[config.mk]
export PLATFORM = sky130hd
export DESIGN_NAME = presetModCounter
export DESIGN_NICKNAME = d
export VERILOG_FILES = /design/src/rtl/pmcPkg.sv /design/src/rtl/pmcDatapath.sv /design/src/rtl/pmcControl.sv /design/src/rtl/presetModCounter.sv
export SDC_FILE = /design/constraint.sdc
export NUM_CORES = 1
export LEC_CHECK = 0
export BUFFER_PORTS_ARGS = -buffer_cell sky130_fd_sc_hd__buf_2
export CAP_MARGIN = 15
export CORE_AREA = 3 3 40 42
export CTS_CLUSTER_SIZE = 24
export DETAILED_ROUTE_END_ITERATION = 12
export DIE_AREA = 0 0 43 45
export PLACE_DENSITY = 0.41
export SYNTH_ARGS = -nofsm -noshare
export SYNTH_HDL_FRONTEND = slang
export SYNTH_SLANG_ARGS = --single-unit
[constraint.sdc]
create_clock -name clk -period 3 [get_ports clk]
set_input_delay 0.3 -clock clk [delete_from_list [all_inputs] [get_ports clk]]
set_output_delay 0.3 -clock clk [all_outputs]
set_load 0.02 [all_outputs]
[src/rtl/pmcPkg.sv]
package pmcPkg;

  // Strobes from the control to the datapath for one clock edge.
  typedef struct packed {
    logic loadPreset;
    logic countUp;
  } pmcStrobes_t;

endpackage

[src/rtl/pmcDatapath.sv]
module pmcDatapath
  import pmcPkg::*;
#(
  parameter int CNT_WIDTH  = 4,
  parameter int PRESET_VAL = 9
) (
  input  logic                 clk,
  input  logic                 rst,
  input  pmcStrobes_t          strobes,
  output logic [CNT_WIDTH-1:0] count,
  output logic                 allOnes
);

  localparam logic [CNT_WIDTH-1:0] PRESET_V = CNT_WIDTH'(PRESET_VAL);
  localparam logic [CNT_WIDTH-1:0] TOP_V    = {CNT_WIDTH{1'b1}};

  logic [CNT_WIDTH-1:0] countQ;
  logic [CNT_WIDTH-1:0] countInc;

  assign countInc = countQ + CNT_WIDTH'(1);

  // Reset and reload share one synchronous preset path; there is no asynchronous clear.
  always_ff @(posedge clk) begin
    if (rst || strobes.loadPreset) begin
      countQ <= PRESET_V;
    end else if (strobes.countUp) begin
      countQ <= countInc;
    end
  end

  assign count   = countQ;
  assign allOnes = (countQ == TOP_V);

  p_reset_preset_r1: assert property (@(posedge clk)
    rst |=> (countQ == PRESET_V));

  p_reload_preset_r3: assert property (@(posedge clk) disable iff (rst)
    strobes.loadPreset |=> (countQ == PRESET_V));

  p_idle_hold_r4: assert property (@(posedge clk) disable iff (rst)
    (!strobes.loadPreset && !strobes.countUp) |=> $stable(countQ));

  p_no_double_strobe: assert property (@(posedge clk) disable iff (rst)
    !(strobes.loadPreset && strobes.countUp));

endmodule

[src/rtl/pmcControl.sv]
module pmcControl
  import pmcPkg::*;
#(
  parameter int CNT_WIDTH     = 4,
  parameter int PRESET_VAL    = 9,
  parameter int TERM_VAL      = 14,
  parameter bit SPARSE_DECODE = 1'b0
) (
  input  logic                 clk,
  input  logic                 rst,
  input  logic                 enable,
  input  logic [CNT_WIDTH-1:0] count,
  input  logic                 allOnes,
  output pmcStrobes_t          strobes,
  output logic                 termCount,
  output logic                 carryOut
);

  localparam logic [CNT_WIDTH-1:0] TERM_V   = CNT_WIDTH'(TERM_VAL);
  localparam logic [CNT_WIDTH-1:0] PRESET_V = CNT_WIDTH'(PRESET_VAL);
  localparam int                   TOP_INT  = (1 << CNT_WIDTH) - 1;
  localparam int                   RECOVER_LIMIT = 1 << CNT_WIDTH;

  logic termHit;

  // The terminal decode variant is chosen at elaboration.
  generate
    if (TERM_VAL == TOP_INT) begin : g_carryDetect
      assign termHit = allOnes;
    end else if (SPARSE_DECODE) begin : g_sparseDetect
      // Only the bits that are 1 in the terminal value take part.
      assign termHit = &(count | ~TERM_V);
    end else begin : g_fullDetect
      assign termHit = (count == TERM_V);
    end
  endgenerate

  always_comb begin
    strobes            = '0;
    strobes.loadPreset = enable && termHit && !rst;
    strobes.countUp    = enable && !termHit && !rst;
  end

  assign termCount = enable && termHit;
  assign carryOut  = enable && allOnes;

  p_flags_need_enable_r5: assert property (@(posedge clk) disable iff (rst)
    !enable |-> (!termCount && !carryOut));

  p_carry_reloads_r7: assert property (@(posedge clk) disable iff (rst)
    (TERM_VAL == TOP_INT) && carryOut |-> strobes.loadPreset);

  // Recovery window checked with a counter instead of a long $past depth.
  generate
    if (!SPARSE_DECODE && (PRESET_VAL <= TERM_VAL)) begin : g_recoverCheck
      logic                 outOfRange;
      logic [CNT_WIDTH:0]   strayCycles;

      assign outOfRange = (count < PRESET_V) || (count > TERM_V);

      always_ff @(posedge clk) begin
        if (rst || !outOfRange) begin
          strayCycles <= '0;
        end else if (enable) begin
          strayCycles <= strayCycles + 1'b1;
        end
      end

      p_recover_bound_r9: assert property (@(posedge clk) disable iff (rst)
        outOfRange |-> (int'(strayCycles) < RECOVER_LIMIT));
    end
  endgenerate

endmodule

[src/rtl/presetModCounter.sv]
module presetModCounter
  import pmcPkg::*;
#(
  parameter int CNT_WIDTH     = 4,
  parameter int PRESET_VAL    = 9,
  parameter int TERM_VAL      = 14,
  parameter bit SPARSE_DECODE = 1'b0
) (
  input  logic                 clk,
  input  logic                 rst,
  input  logic                 enable,
  output logic [CNT_WIDTH-1:0] count,
  output logic                 termCount,
  output logic                 carryOut
);

  pmcStrobes_t          strobes;
  logic                 allOnes;
  logic [CNT_WIDTH-1:0] countW;

  pmcControl #(
    .CNT_WIDTH    (CNT_WIDTH),
    .PRESET_VAL   (PRESET_VAL),
    .TERM_VAL     (TERM_VAL),
    .SPARSE_DECODE(SPARSE_DECODE)
  ) i_control (
    .clk      (clk),
    .rst      (rst),
    .enable   (enable),
    .count    (countW),
    .allOnes  (allOnes),
    .strobes  (strobes),
    .termCount(termCount),
    .carryOut (carryOut)
  );

  pmcDatapath #(
    .CNT_WIDTH (CNT_WIDTH),
    .PRESET_VAL(PRESET_VAL)
  ) i_datapath (
    .clk    (clk),
    .rst    (rst),
    .strobes(strobes),
    .count  (countW),
    .allOnes(allOnes)
  );

  assign count = countW;

  p_wrap_to_zero_r10: assert property (@(posedge clk) disable iff (rst)
    (enable && allOnes && !termCount) |=> (countW == '0));

endmodule

-- After elaboration in Yosys (flattened, before gate mapping)
Index checks and enable logic that the tools add are counted.
- flip-flop bits (word level): 4
- reductions and logical operators: 8
- add/sub/neg operators: 1
- eq/ne operators: 2
- operators by type and width (kind ; number):
    equality test 4 bit, second input constant ; 2
    logical AND 1 bit ; 5
    adder 4 x 1 -> 4 bit, second input constant ; 1
    zero test 1 bit ; 2
    logical OR 1 bit ; 1

-- Logic depth before layout (Yosys ltp)
- word-level depth: 4
- gate-level depth with buffers: 4
- gate-level depth less buffers: 4

-- By module
A second synthesis with hierarchy kept.
- cell total of the unflattened synthesis: 23
- area, all modules: 231.5 um2
- modules (own cells, without submodules) (module ; instances ; cells each ; area each (um2)):
    pmcDatapath ; 1 ; 18 ; 191.4
    pmcControl ; 1 ; 5 ; 40.0

-- Worst setup path after synthesis
No wires, ideal clock.
- path type: register to output
- from: reg i_datapath.countQ[0] (netlist: i_datapath.count[0])
- to: out termCount
- required time: 2700 ps
- cell stages (with the launch flop): 4
- slack: 1644 ps
- data arrival time: 1056 ps
- cells stage by stage: dfxtp_1 inv_1 ha_1 and4_2
- word-level cells in the longest chain between the ends: 2
- ends and longest elaborated chain (item ; RTL line ; text):
    start, declared ; pmcDatapath.sv:17 ; logic [CNT_WIDTH-1:0] countQ;
    start signal, assigned ; pmcDatapath.sv:27 ; countQ <= countInc;
    equality test 4 bit ; pmcControl.sv:34 ; assign termHit = (count == TERM_V);
    logical AND 1 bit ; pmcControl.sv:44 ; assign termCount = enable && termHit;
    end, declared ; presetModCounter.sv:13 ; output logic termCount,
No other way between the ends.

-- Final worst setup path
Ends and elaborated chain as after synthesis.

==> flow_metrics.tcl <==
set metrics [dict create \
    ys_ff_latch 4 \
    wl_met2_microns 237 \
    cts_tree "built" \
    setup-tns-final_ns 0 \
    fmax_ghz 0.6273 \
    hold_path_class "in -> reg" \
    die_w_microns 43 \
    chipHeight_microns 45 \
    cts-root-buf "clkbuf_4" \
    wl_met3_microns 46 \
    crit_path_start "i_datapath.count[0]" \
    rows 13 \
    relSlewSlack_pct 85.34 \
    hold_buffers 0 \
    avgSynthCellArea_sq_um 10.06 \
    synth_top_area_share_pct 34.59 \
    synth_seq_area_share_pct 34.59 \
    die_area_sq_um 1935 \
    dp.final_hpwl_microns 395 \
    drt_first_pass_iters 2 \
    clk_latency_ns 0.23 \
    reg2reg_to "i_datapath.count[0]" \
    ys_types 18 \
    period_share_pct 53.14 \
    setup_viol 0 \
    p_int_uw 113.2 \
    endpoint "termCount" \
    area_growth_pct 35.14 \
    drtIter0Drc 1 \
    yosys_warnings 0 \
    clk_pin_slew_worst_paths_ns 0.03 \
    antenna_found_initial 0 \
    io_pins 9 \
    ys_top_cells_by_area "dfxtp_1 35%, ha_1 11%, and4_2 8.6%, o41ai_2 7.0%, mux2i_1 4.3%" \
    synth_nets 28 \
    report.final.slew_viol_count 0 \
    cts.sinks 4 \
    grt_pass1_wl_microns 717 \
    rr_startpoint "i_datapath.count[0]" \
    dr_total_vias 210 \
    initial_core_util_pct 18.01 \
    cp.arrival_ns 1.29 \
    hp-start "rst" \
    coreArea_sq_um 1285 \
    wl_met1_microns 184 \
    irDropWorstVdd_v 0.0001482 \
    routed.top_layer "met3" \
    rrSetupSlack_ns 1.73 \
    p_sw_share_pct 25.36 \
    port-buffer-count 8 \
    r2r_cells 4 \
    clockBufferDepth 2 \
    power_frac_comb_pct 17.0 \
    worst_slew_pin_slew_ns 0.2175 \
    synth_top_cell_by_area "dfxtp_1" \
    layout_commonest_cell "buf_2" \
    finalHoldViolations 0 \
    worst_ep_required_time_ns 2.70 \
    layout-drive-gt1-share_pct 44.12 \
    htreeDepth 1 \
    status "completed" \
    overflow 0 \
    final_nets 41 \
    drc 0 \
    path_max_fanout 6 \
    p_sw_uw 38.48 \
    drt_wl_total_microns 467 \
    wl_per_cell_microns 9.531 \
    cts_setup_buffers 0 \
    final_cell_mix "8 x buf_2, 4 x dfxtp_1, 3 x clkbuf_4, 2 x and4_2, 2 x ha_1" \
    synthesis.instances 23 \
    ant_nets 0 \
    critical_path_class "reg -> out" \
    cts_buffers 3 \
    final_util_pct 24.34 \
    synthesis.area_sq_um 231.5 \
    cap_violations 0 \
    antennaDiodeCount 0 \
    min_period_ns 1.594 \
    p_leak_uw 0.0001631 \
    largest_reg_flops 4 \
    grt_max_degree 10 \
    gp_congestion 0.6785 \
    grt_pass1_vias 183 \
    grt_setup_unrepaired "no" \
    filler_cell_count 147 \
    gr-usage-all-layers_pct 5.745 \
    powerDensity_nw_per_um2 485.0 \
    avgViaCountPerCell 4.286 \
    crit_path_start_kind "flop" \
    cts_resized 0 \
    clockPowerShare_pct 42.1 \
    clock_skew_ns 0.0003838 \
    cp-end-kind "output pin" \
    pwr-share-seq_pct 40.9 \
]
-- power groups by stage --
stage | clock (uW) | combinational [uW] | sequential, uW
after global routing | 70.1 | 28.9 | 62.7
final | 63.8 | 25.8 | 62.1
after CTS | 68.2 | 26.4 | 62.1
after detailed placement | 0 | 26.3 | 62.9
after floorplan | 0 | 12.4 | 66.8
after global placement | 0 | 27.0 | 62.8
-- cell families after synthesis --
group,Yosys count,share of synthesized area [%]
AOI/OAI and AO/OA,5,20.00
adders and majority gates,2,10.81
and+or+nand+nor,9,27.03
DFF,4,34.60
muxes,1,4.324
buffers and inverters,2,3.240
-- routing by layer --
layer | vias to the layer above | track usage, %
li1 | 112 | -
met5 | - | 0
met2 | 4 | 8.383
met3 | 0 | 3.586
met4 | 0 | 9.036
met1 | 94 | 4.096
-- synth_stat cells, drive strengths merged --
master  n
nand4   1
o31a    1
a21oi   1
mux2i   1
nand2   1
a311oi  1
dfxtp   4
and3    1
ha      2
a21o    1
nor2    1
nor3b   1
or3b    1
inv     2
and4    2
o41ai   1
or3     1
-- stage by stage --
stage,setup slack [ns],power (uW),std cells,hold slack (ns),cell area [sq um]
final,1.406,151.7,49,0.3192,312.8
after global routing,1.349,161.7,49,0.3447,312.8
after CTS,1.383,156.8,49,0.3148,312.8
after detailed placement,1.646,89.17,46,0.5339,290.3
after global placement,1.665,89.81,46,0.5218,290.3
after floorplan,1.644,79.22,23,0.3721,231.5
-- worst min path at each step --
stage,to,depth (start not counted)
after floorplan,i_datapath.count[2],1
after global placement,i_datapath.count[0],2
after detailed placement,i_datapath.count[0],2
after CTS,i_datapath.count[2],2
after global routing,i_datapath.count[2],2
final,i_datapath.count[2],2
-- cell type report --
class | count | area [sq um] | share of cell area [%]
Multi-Input combinational cell | 17 | 143.9 | 46.00
Sequential cell | 4 | 80.08 | 25.60
Timing Repair Buffer | 8 | 40.04 | 12.80
Clock buffer | 3 | 22.52 | 7.200
Tap cell | 15 | 18.77 | 6.000
Inverter | 2 | 7.507 | 2.400
-- critical path, cell delays in order (launching register included) --
cell,delay (ns)
dfxtp_1,0.39
inv_1,0.07
ha_1,0.23
and4_2,0.23
buf_2,0.15
No activity file was read; power rests on OpenSTA's default activity.
